$ cat src/rtl/cap_pkg.sv
package cap_pkg;
  localparam int unsigned CAP_W_DEF  = 10;
  localparam int unsigned BYTE_W_DEF = 8;
  localparam int unsigned ADDR_W     = 2;

  typedef enum logic [ADDR_W-1:0] {
    SEL_A_LO = 2'd0,
    SEL_A_HI = 2'd1,
    SEL_B_LO = 2'd2,
    SEL_B_HI = 2'd3
  } sel_e;

  // A low-byte read of either register opens a read sequence.
  function automatic logic opens_seq(sel_e s);
    return (s == SEL_A_LO) || (s == SEL_B_LO);
  endfunction

  // Only the high byte of B closes the sequence.
  function automatic logic closes_seq(sel_e s);
    return s == SEL_B_HI;
  endfunction
endpackage

$ cat src/rtl/cap_edge_detect.sv
module cap_edge_detect (
  input  logic clk,
  input  logic rst_n,
  input  logic sample_in,
  output logic rise_o,
  output logic fall_o
);
  logic sample_q;

  always_ff @(posedge clk or negedge rst_n) begin
    if (!rst_n) sample_q <= 1'b0;
    else        sample_q <= sample_in;
  end

  assign rise_o = sample_in & ~sample_q;
  assign fall_o = ~sample_in & sample_q;

  // the two edge kinds never coincide
  a_r2_edges_exclusive: assert property (@(posedge clk) disable iff (!rst_n)
    !(rise_o && fall_o));
  // after a rising edge the stored sample is high
  a_r2_rise_then_high: assert property (@(posedge clk) disable iff (!rst_n)
    rise_o |=> sample_q);
  // after a falling edge the stored sample is low
  a_r2_fall_then_low: assert property (@(posedge clk) disable iff (!rst_n)
    fall_o |=> !sample_q);
endmodule

$ cat src/rtl/cap_edge_slot.sv
module cap_edge_slot #(
  parameter int unsigned CAP_W = cap_pkg::CAP_W_DEF
) (
  input  logic             clk,
  input  logic             rst_n,
  input  logic             hit,
  input  logic [CAP_W-1:0] cnt_val,
  input  logic             xfer,
  output logic [CAP_W-1:0] pub_o
);
  logic [CAP_W-1:0] pending_q;
  logic             loaded_q;
  logic             publish;

  assign publish = xfer & loaded_q;

  always_ff @(posedge clk or negedge rst_n) begin
    if (!rst_n) begin
      pending_q <= '0;
      loaded_q  <= 1'b0;
      pub_o     <= '0;
    end else begin
      if (hit)          pending_q <= cnt_val;
      if (hit)          loaded_q  <= 1'b1;
      else if (xfer)    loaded_q  <= 1'b0;
      if (publish)      pub_o     <= pending_q;
    end
  end

  // a transfer publishes the pending value held before that edge
  a_r3_publish_pending: assert property (@(posedge clk) disable iff (!rst_n)
    publish |=> (pub_o == $past(pending_q)));
  // no edge since the last transfer keeps the published value
  a_r5_hold_no_edge: assert property (@(posedge clk) disable iff (!rst_n)
    (xfer && !loaded_q) |=> $stable(pub_o));
  // the loaded flag clears after a transfer without a new edge
  a_r5_flag_clears: assert property (@(posedge clk) disable iff (!rst_n)
    (xfer && !hit) |=> !loaded_q);
  // an edge in the transfer cycle stays pending for the next period
  a_r11_edge_next_period: assert property (@(posedge clk) disable iff (!rst_n)
    (xfer && hit) |=> loaded_q);
endmodule

$ cat src/rtl/cap_read_port.sv
module cap_read_port
  import cap_pkg::*;
#(
  parameter int unsigned CAP_W  = CAP_W_DEF,
  parameter int unsigned BYTE_W = BYTE_W_DEF
) (
  input  logic              clk,
  input  logic              rst_n,
  input  logic              rd_en,
  input  logic [ADDR_W-1:0] rd_addr,
  input  logic [CAP_W-1:0]  pub_a,
  input  logic [CAP_W-1:0]  pub_b,
  output logic [BYTE_W-1:0] rd_data,
  output logic              locked_o
);
  localparam int unsigned WIDE_W = 2 * BYTE_W;
  localparam int unsigned HI_W   = CAP_W - BYTE_W;

  sel_e sel;
  logic opens, closes;

  // Byte slice of a capture, zero-extended to two bus bytes.
  function automatic logic [BYTE_W-1:0] byte_pick(logic [CAP_W-1:0] v, logic hi);
    logic [WIDE_W-1:0] wide;
    wide = {{(WIDE_W-CAP_W){1'b0}}, v};
    return hi ? wide[WIDE_W-1:BYTE_W] : wide[BYTE_W-1:0];
  endfunction

  assign sel    = sel_e'(rd_addr);
  assign opens  = rd_en & opens_seq(sel);
  assign closes = rd_en & closes_seq(sel);

  always_comb begin
    rd_data = '0;
    if (rd_en) rd_data = byte_pick(rd_addr[1] ? pub_b : pub_a, rd_addr[0]);
  end

  always_ff @(posedge clk or negedge rst_n) begin
    if (!rst_n)      locked_o <= 1'b0;
    else if (opens)  locked_o <= 1'b1;
    else if (closes) locked_o <= 1'b0;
  end

  // the unused top bits of a high-byte read are zero
  always_comb begin
    if (rst_n && rd_en && rd_addr[0])
      a_r7_hi_zero: assert (rd_data[BYTE_W-1:HI_W] == '0);
  end
  // no read strobe, no data
  always_comb begin
    if (rst_n && !rd_en)
      a_r6_idle_zero: assert (rd_data == '0);
  end
  // a low-byte read leaves the registers locked
  a_r8_lo_locks: assert property (@(posedge clk) disable iff (!rst_n)
    opens |=> locked_o);
  // the high byte of B releases the lock
  a_r9_bhi_unlocks: assert property (@(posedge clk) disable iff (!rst_n)
    closes |=> !locked_o);
  // the high byte of A does not release the lock
  a_r9_ahi_keeps: assert property (@(posedge clk) disable iff (!rst_n)
    (locked_o && rd_en && sel == SEL_A_HI) |=> locked_o);
endmodule

$ cat src/rtl/edge_period_capture.sv
module edge_period_capture
  import cap_pkg::*;
#(
  parameter int unsigned CAP_W  = CAP_W_DEF,
  parameter int unsigned BYTE_W = BYTE_W_DEF
) (
  input  logic              clk,
  input  logic              rst_n,
  input  logic              cap_in,
  input  logic [CAP_W-1:0]  cnt_val,
  input  logic              period_end,
  input  logic              rd_en,
  input  logic [ADDR_W-1:0] rd_addr,
  output logic [BYTE_W-1:0] rd_data
);
  localparam int unsigned N_KIND = 2; // index 0 rising -> A, 1 falling -> B

  logic             rise_ev, fall_ev;
  logic             locked;
  logic             xfer_ev;
  logic [N_KIND-1:0] hit_ev;
  logic [CAP_W-1:0] pub_val [N_KIND];

  cap_edge_detect u_det (
    .clk       (clk),
    .rst_n     (rst_n),
    .sample_in (cap_in),
    .rise_o    (rise_ev),
    .fall_o    (fall_ev)
  );

  assign hit_ev  = {fall_ev, rise_ev};
  assign xfer_ev = period_end & ~locked;

  for (genvar g = 0; g < N_KIND; g++) begin : g_slot
    cap_edge_slot #(.CAP_W(CAP_W)) u_slot (
      .clk     (clk),
      .rst_n   (rst_n),
      .hit     (hit_ev[g]),
      .cnt_val (cnt_val),
      .xfer    (xfer_ev),
      .pub_o   (pub_val[g])
    );
  end

  cap_read_port #(.CAP_W(CAP_W), .BYTE_W(BYTE_W)) u_rd (
    .clk      (clk),
    .rst_n    (rst_n),
    .rd_en    (rd_en),
    .rd_addr  (rd_addr),
    .pub_a    (pub_val[0]),
    .pub_b    (pub_val[1]),
    .rd_data  (rd_data),
    .locked_o (locked)
  );

  // a period end during a locked read sequence changes nothing visible
  a_r8_locked_frozen: assert property (@(posedge clk) disable iff (!rst_n)
    (locked && period_end) |=> ($stable(pub_val[0]) && $stable(pub_val[1])));
  // published values only move at a period end
  a_r3_move_on_strobe: assert property (@(posedge clk) disable iff (!rst_n)
    !xfer_ev |=> ($stable(pub_val[0]) && $stable(pub_val[1])));
endmodule

$ cat config.mk
export PLATFORM = sky130hd
export DESIGN_NAME = edge_period_capture
export DESIGN_NICKNAME = d
export VERILOG_FILES = /design/src/rtl/cap_pkg.sv /design/src/rtl/cap_edge_detect.sv /design/src/rtl/cap_edge_slot.sv /design/src/rtl/cap_read_port.sv /design/src/rtl/edge_period_capture.sv
export SDC_FILE = /design/constraint.sdc
export NUM_CORES = 1
export LEC_CHECK = 0
export ABC_AREA = 0
export BUFFER_PORTS_ARGS = -buffer_cell sky130_fd_sc_hd__clkbuf_2
export CAP_MARGIN = 30
export CORE_MARGIN = 4
export CORE_UTILIZATION = 45
export DETAILED_ROUTE_END_ITERATION = 10
export GPL_TIMING_DRIVEN = 0
export PLACE_DENSITY = 0.73
export SLEW_MARGIN = 0
export SYNTH_ARGS = -nofsm -noshare
export SYNTH_HDL_FRONTEND = slang
export SYNTH_SLANG_ARGS = --single-unit
$ cat constraint.sdc
create_clock -name clk -period 1.2 [get_ports clk]
set_input_delay 0.12 -clock clk [delete_from_list [all_inputs] [get_ports clk]]
set_output_delay 0.12 -clock clk [all_outputs]
set_load 0.005 [all_outputs]
Word-level counts from Yosys, hierarchy flattened
Cells that the tools add are included.
Storage, ports and cells
  flip-flop bits (word level): 44
  bits of input ports: 17
  output and inout bits: 8
  word-level logic and storage cells: 33
Operators by class
  eq/ne operators: 2
  muxes and demuxes: 8
  bitwise gates (word level): 10
  reductions and logical operators: 5
Operator list (number)
  2-to-1 mux 8 bit: 2
  2-to-1 mux 10 bit: 1
  AND 1 bit: 7
  nonzero test 2 bit: 3
  2-to-1 mux 1 bit: 5
  equality test 2 bit, second input constant: 2
  NOT 1 bit: 3
  zero test 2 bit: 1
  logical OR 1 bit: 1

Longest topological paths before layout
  depth in word-level cells: 4
  gate-level depth with buffers: 3
  depth with buffers taken out: 2

By module
From an unflattened synthesis, not the netlist that was laid out.
Second synthesis, totals
  cells, all modules: 119
  area total of the unflattened synthesis: 1818.0 µm²
By module, submodules not included
  cap_edge_slot: times used 2, cells each 45, area an instance 782.0 µm²
  cap_read_port: times used 1, cells each 25, area an instance 200.2 µm²
  cap_edge_detect: times used 1, cells each 3, area an instance 40.0 µm²
  edge_period_capture: times used 1, cells each 1, area an instance 13.8 µm²

Worst setup path after synthesis
Ideal clock, no wire load.
  path kind: reg2reg
  start: register u_det.sample_q
  end: register g_slot[1].u_slot.pending_q[0]
  library setup time: 125 ps
  arrival time: 1018 ps
  path slack: 57 ps
  stages on the path, launching flop included: 4
  path buffers: 1
  clock period less this slack: 1143 ps
  path through: dfrtp_1 -> nor2b_1 -> buf_2 -> mux2_2
Between the ends
  cells in the longest elaborated chain, start to end: 1
Ends and longest elaborated chain
  start, declared: RTL line cap_edge_detect.sv:8  | logic sample_q;
  start signal, assigned: RTL line cap_edge_detect.sv:12  | else sample_q <= sample_in;
  AND 1 bit: RTL line cap_edge_detect.sv:16  | assign fall_o = ~sample_in & sample_q;
  end signal, assigned: RTL line cap_edge_slot.sv:23  | if (hit) pending_q <= cnt_val;
  end, declared: RTL line cap_edge_slot.sv:11  | logic [CAP_W-1:0] pending_q;
No other way between the ends.
A chain may end at the register's enable or synchronous reset.

Final worst setup path
  start: register g_slot[0].u_slot.pub_o[0]
  end: output port rd_data[0]
Between the ends
  cells in the longest elaborated chain, start to end: 3
Ends and longest elaborated chain
  start, declared: RTL line cap_edge_slot.sv:9  | output logic [CAP_W-1:0] pub_o
  start signal, assigned: RTL line cap_edge_slot.sv:26  | if (publish) pub_o <= pending_q;
  2-to-1 mux 10 bit: RTL line cap_read_port.sv:35  | if (rd_en) rd_data = byte_pick(rd_addr[1] ? pub_b : pub_a, rd_addr[0]);
  2-to-1 mux 8 bit: RTL line cap_read_port.sv:26  | return hi ? wide[WIDE_W-1:BYTE_W] : wide[BYTE_W-1:0];
  2-to-1 mux 8 bit: RTL line cap_read_port.sv:35
  end, declared: RTL line edge_period_capture.sv:14  | output logic [BYTE_W-1:0] rd_data
No other way between the ends.

==> impl_metrics.ini <==
[route]
vias_per_cell = 5.06
vias = 1012
drc = 0
wl_per_cell_um = 16.1
ant_nets = 0
first_iter_violations = 32
wirelength_um = 3230
firstDrtPassIters = 4

[critical_path]
cp-startpoint = g_slot[0].u_slot.pub_o[0]$_DFFE_PN0P_
crit_path_end_kind = primary output
path_buf_inv = 1
cp_top_family = multiplexers
reg2reg_to = g_slot[1].u_slot.pending_q[4]$_DFFE_PN0P_
rr_startpoint = u_det.sample_q$_DFF_PN0_
crit_arrival_ns = 1.40
cp_slowest_cell = mux4_2
cp_max_fo = 2
critical_path_required_ns = 1.08
cp-endpoint = rd_data[0]
max_stage_delay_ns = 0.46
worst-path-stages = 3
crit_type = reg2out
ff2ff_setup_slack_ns = 0.05
crit_path_start_kind = register
crit_chain = mux4_2, and2_4, clkbuf_2
r2r_cells = 3

[global_routing]
grt_use_total_pct = 14.6
grt_pass1_vias = 1130
grt_max_degree = 35
grt_overflow = 0
grt_first_pass_wirelength_um = 5590
grt_antenna_before_repair = 0

[cts]
ctsLongestPathBuffers = 2
clk_pin_slew_ns = 0.08
cts_buffers = 5
htree_levels = 2
cts_root_buffer = clkbuf_8
clock_latency_ns = 0.29
clock_sinks = 44
tritoncts = yes

[layout]
antenna_cells = 0
final_common_cell = dfrtp_1
final_cell_area_um2 = 2150
nFillCells = 319
most-common-layout-cells = dfrtp_1, mux2_2, clkbuf_2
finalNonFillerCells = 200
drive_above_1_share_pct = 55.9
finalNetCount = 168
fin_util_pct = 57.5
area_growth_syn_to_layout_pct = 19.9

[run_status]
violations = setup timing
run_status = complete, but fails checks

[yosys]
syn_nets = 132
yosys_register_bits = 44
synthCells = 115
ys_seq_area_share_pct = 61.4
synth_area_um2 = 1790
synth_cell_type_count = 14
syn_avg_cell_area_um2 = 15.6
ys_warn_count = 0

[placement]
placement.io_buffers = 23
place_hpwl_um = 2290
place_inst = 187
place_congestion = 0.703
dpl_cell_area_um2 = 1990

[floorplan]
dieArea_um2 = 5060
coreArea_um2 = 3740
die-height_um = 71.1
pin_count = 25
start_util_pct = 47.9
die_x_um = 71.1
placementRows = 22

[sta]
rsz0062_at_grt = true
max-slew-margin-rel_pct = 78.3
finalCriticalPeriod_ns = 1.52
hold_viol = 0
hold_ws_ns = 0.0716
setup_slack_ns = -0.319
finalSetupViolations = 2
worstMarginPinSlew_ns = 0.326
skew_ns = 0.00542
timing.fmax_mhz = 658
slew_viol_final = 0
fin_crit_sh_pct = 127

[job]
cap_violations = 0

[pwr]
power_leakage_nw = 0.989
irDropWorstVdd_v = 0.000747
pwr_density_cell_nw_per_um2 = 1790

[min_path]
hold_path.class = in2reg
[how the worst min path moves through the flow]
stage,start,end,slack [ns],cells after the start
2_1_floorplan,rst_n,g_slot[0].u_slot.loaded_q$_DFFE_PN0P_,-0.18,0
3_3_place_gp,cap_in,u_det.sample_q$_DFF_PN0_,0.26,1
3_5_place_dp,rst_n,g_slot[0].u_slot.pub_o[1]$_DFFE_PN0P_,0.02,1
4_1_cts,cnt_val[5],g_slot[1].u_slot.pending_q[5]$_DFFE_PN0P_,0.07,2
5_1_grt,cnt_val[5],g_slot[1].u_slot.pending_q[5]$_DFFE_PN0P_,0.07,2
6_report,cnt_val[5],g_slot[1].u_slot.pending_q[5]$_DFFE_PN0P_,0.07,2
[per-stage QoR]
stage                     total power (W)  setup WS [ns]  setup TNS, ns
final                             0.00384         -0.319         -0.615
after global routing              0.00407         -0.360         -0.714
after CTS                         0.00385         -0.314         -0.620
after detailed placement          0.00286        -0.0984          -1.74
after global placement            0.00278         -0.105          -1.17
after floorplan                   0.00259         0.0574              0
[worst register-to-register path: cells and delay by family, from the launching register on]
family	cells	cell delay [ns]
buffers and inverters	1	0.18
DFF	1	0.34
muxes	1	0.35
and+or+nand+nor	1	0.17
[Yosys cell counts, drive strengths merged]
master   n  area [um^2]
a21bo    2         20.0
mux2    40          450
nand2b   3         18.8
and2     2         12.5
nand3b   2         15.0
nor2     6         22.5
nor2b    1         6.26
dfrtp   44         1100
a21o     1         7.51
nand2    1         3.75
mux2i    6         60.1
buf      5         31.3
mux4     2         45.0
[cell type report]
type                            count  area [um^2]  share of cell area (%)
Sequential cell                    44         1100                    51.2
Buffer                              5         52.6                    2.44
Multi-Input combinational cell     66          669                    31.1
Clock buffer                        8         90.1                    4.19
Timing Repair Buffer               29          178                    8.26
Tap cell                           48         60.1                    2.79
[cells by family (layout without fill, tap and decap cells)]
family                 count (synthesis)  in the layout  share of synthesized area [%]
multiplexers                          48             48                           31.0
flip-flops                            44             44                           61.4
AND/OR/NAND/NOR                       15             15                           4.39
buffers and inverters                  5             42                           1.74
AO/OA/AOI/OAI                          3              3                           1.53
[per-layer routing]
metal,vias to the layer above,track usage (%),part of all wire [%]
met2,23,24.4,50
li1,473,-,-
met5,-,0,0
met1,509,18.3,44
met4,0,5.64,1.6
met3,7,3.55,4.5
[flip-flops by register name, summed over array words and instances (netlist names)]
signal,cells
u_rd.locked_o,1
g_slot.u_slot.loaded_q,2
g_slot.u_slot.pub_o,20
g_slot.u_slot.pending_q,20
u_det.sample_q,1
[timing repair]
action                                  in CTS  in global routing
endpoints found under the setup margin      40                  7
setup buffers                                2                  1
pin swaps                                    2                  0
gates resized for setup                      8                  2
hold buffers                                 2                  0
hold endpoints to repair                    11                  0
[power breakdown]
part | leakage, nW | internal, W | switching [W]
Sequential | 0.518 | 0.00188 | 0.000199
Clock | 0.0455 | 0.000469 | 0.000455
Combinational | 0.425 | 0.000551 | 0.000287
Total | 0.989 | 0.00290 | 0.000941
(Power assumes the default switching activity.)
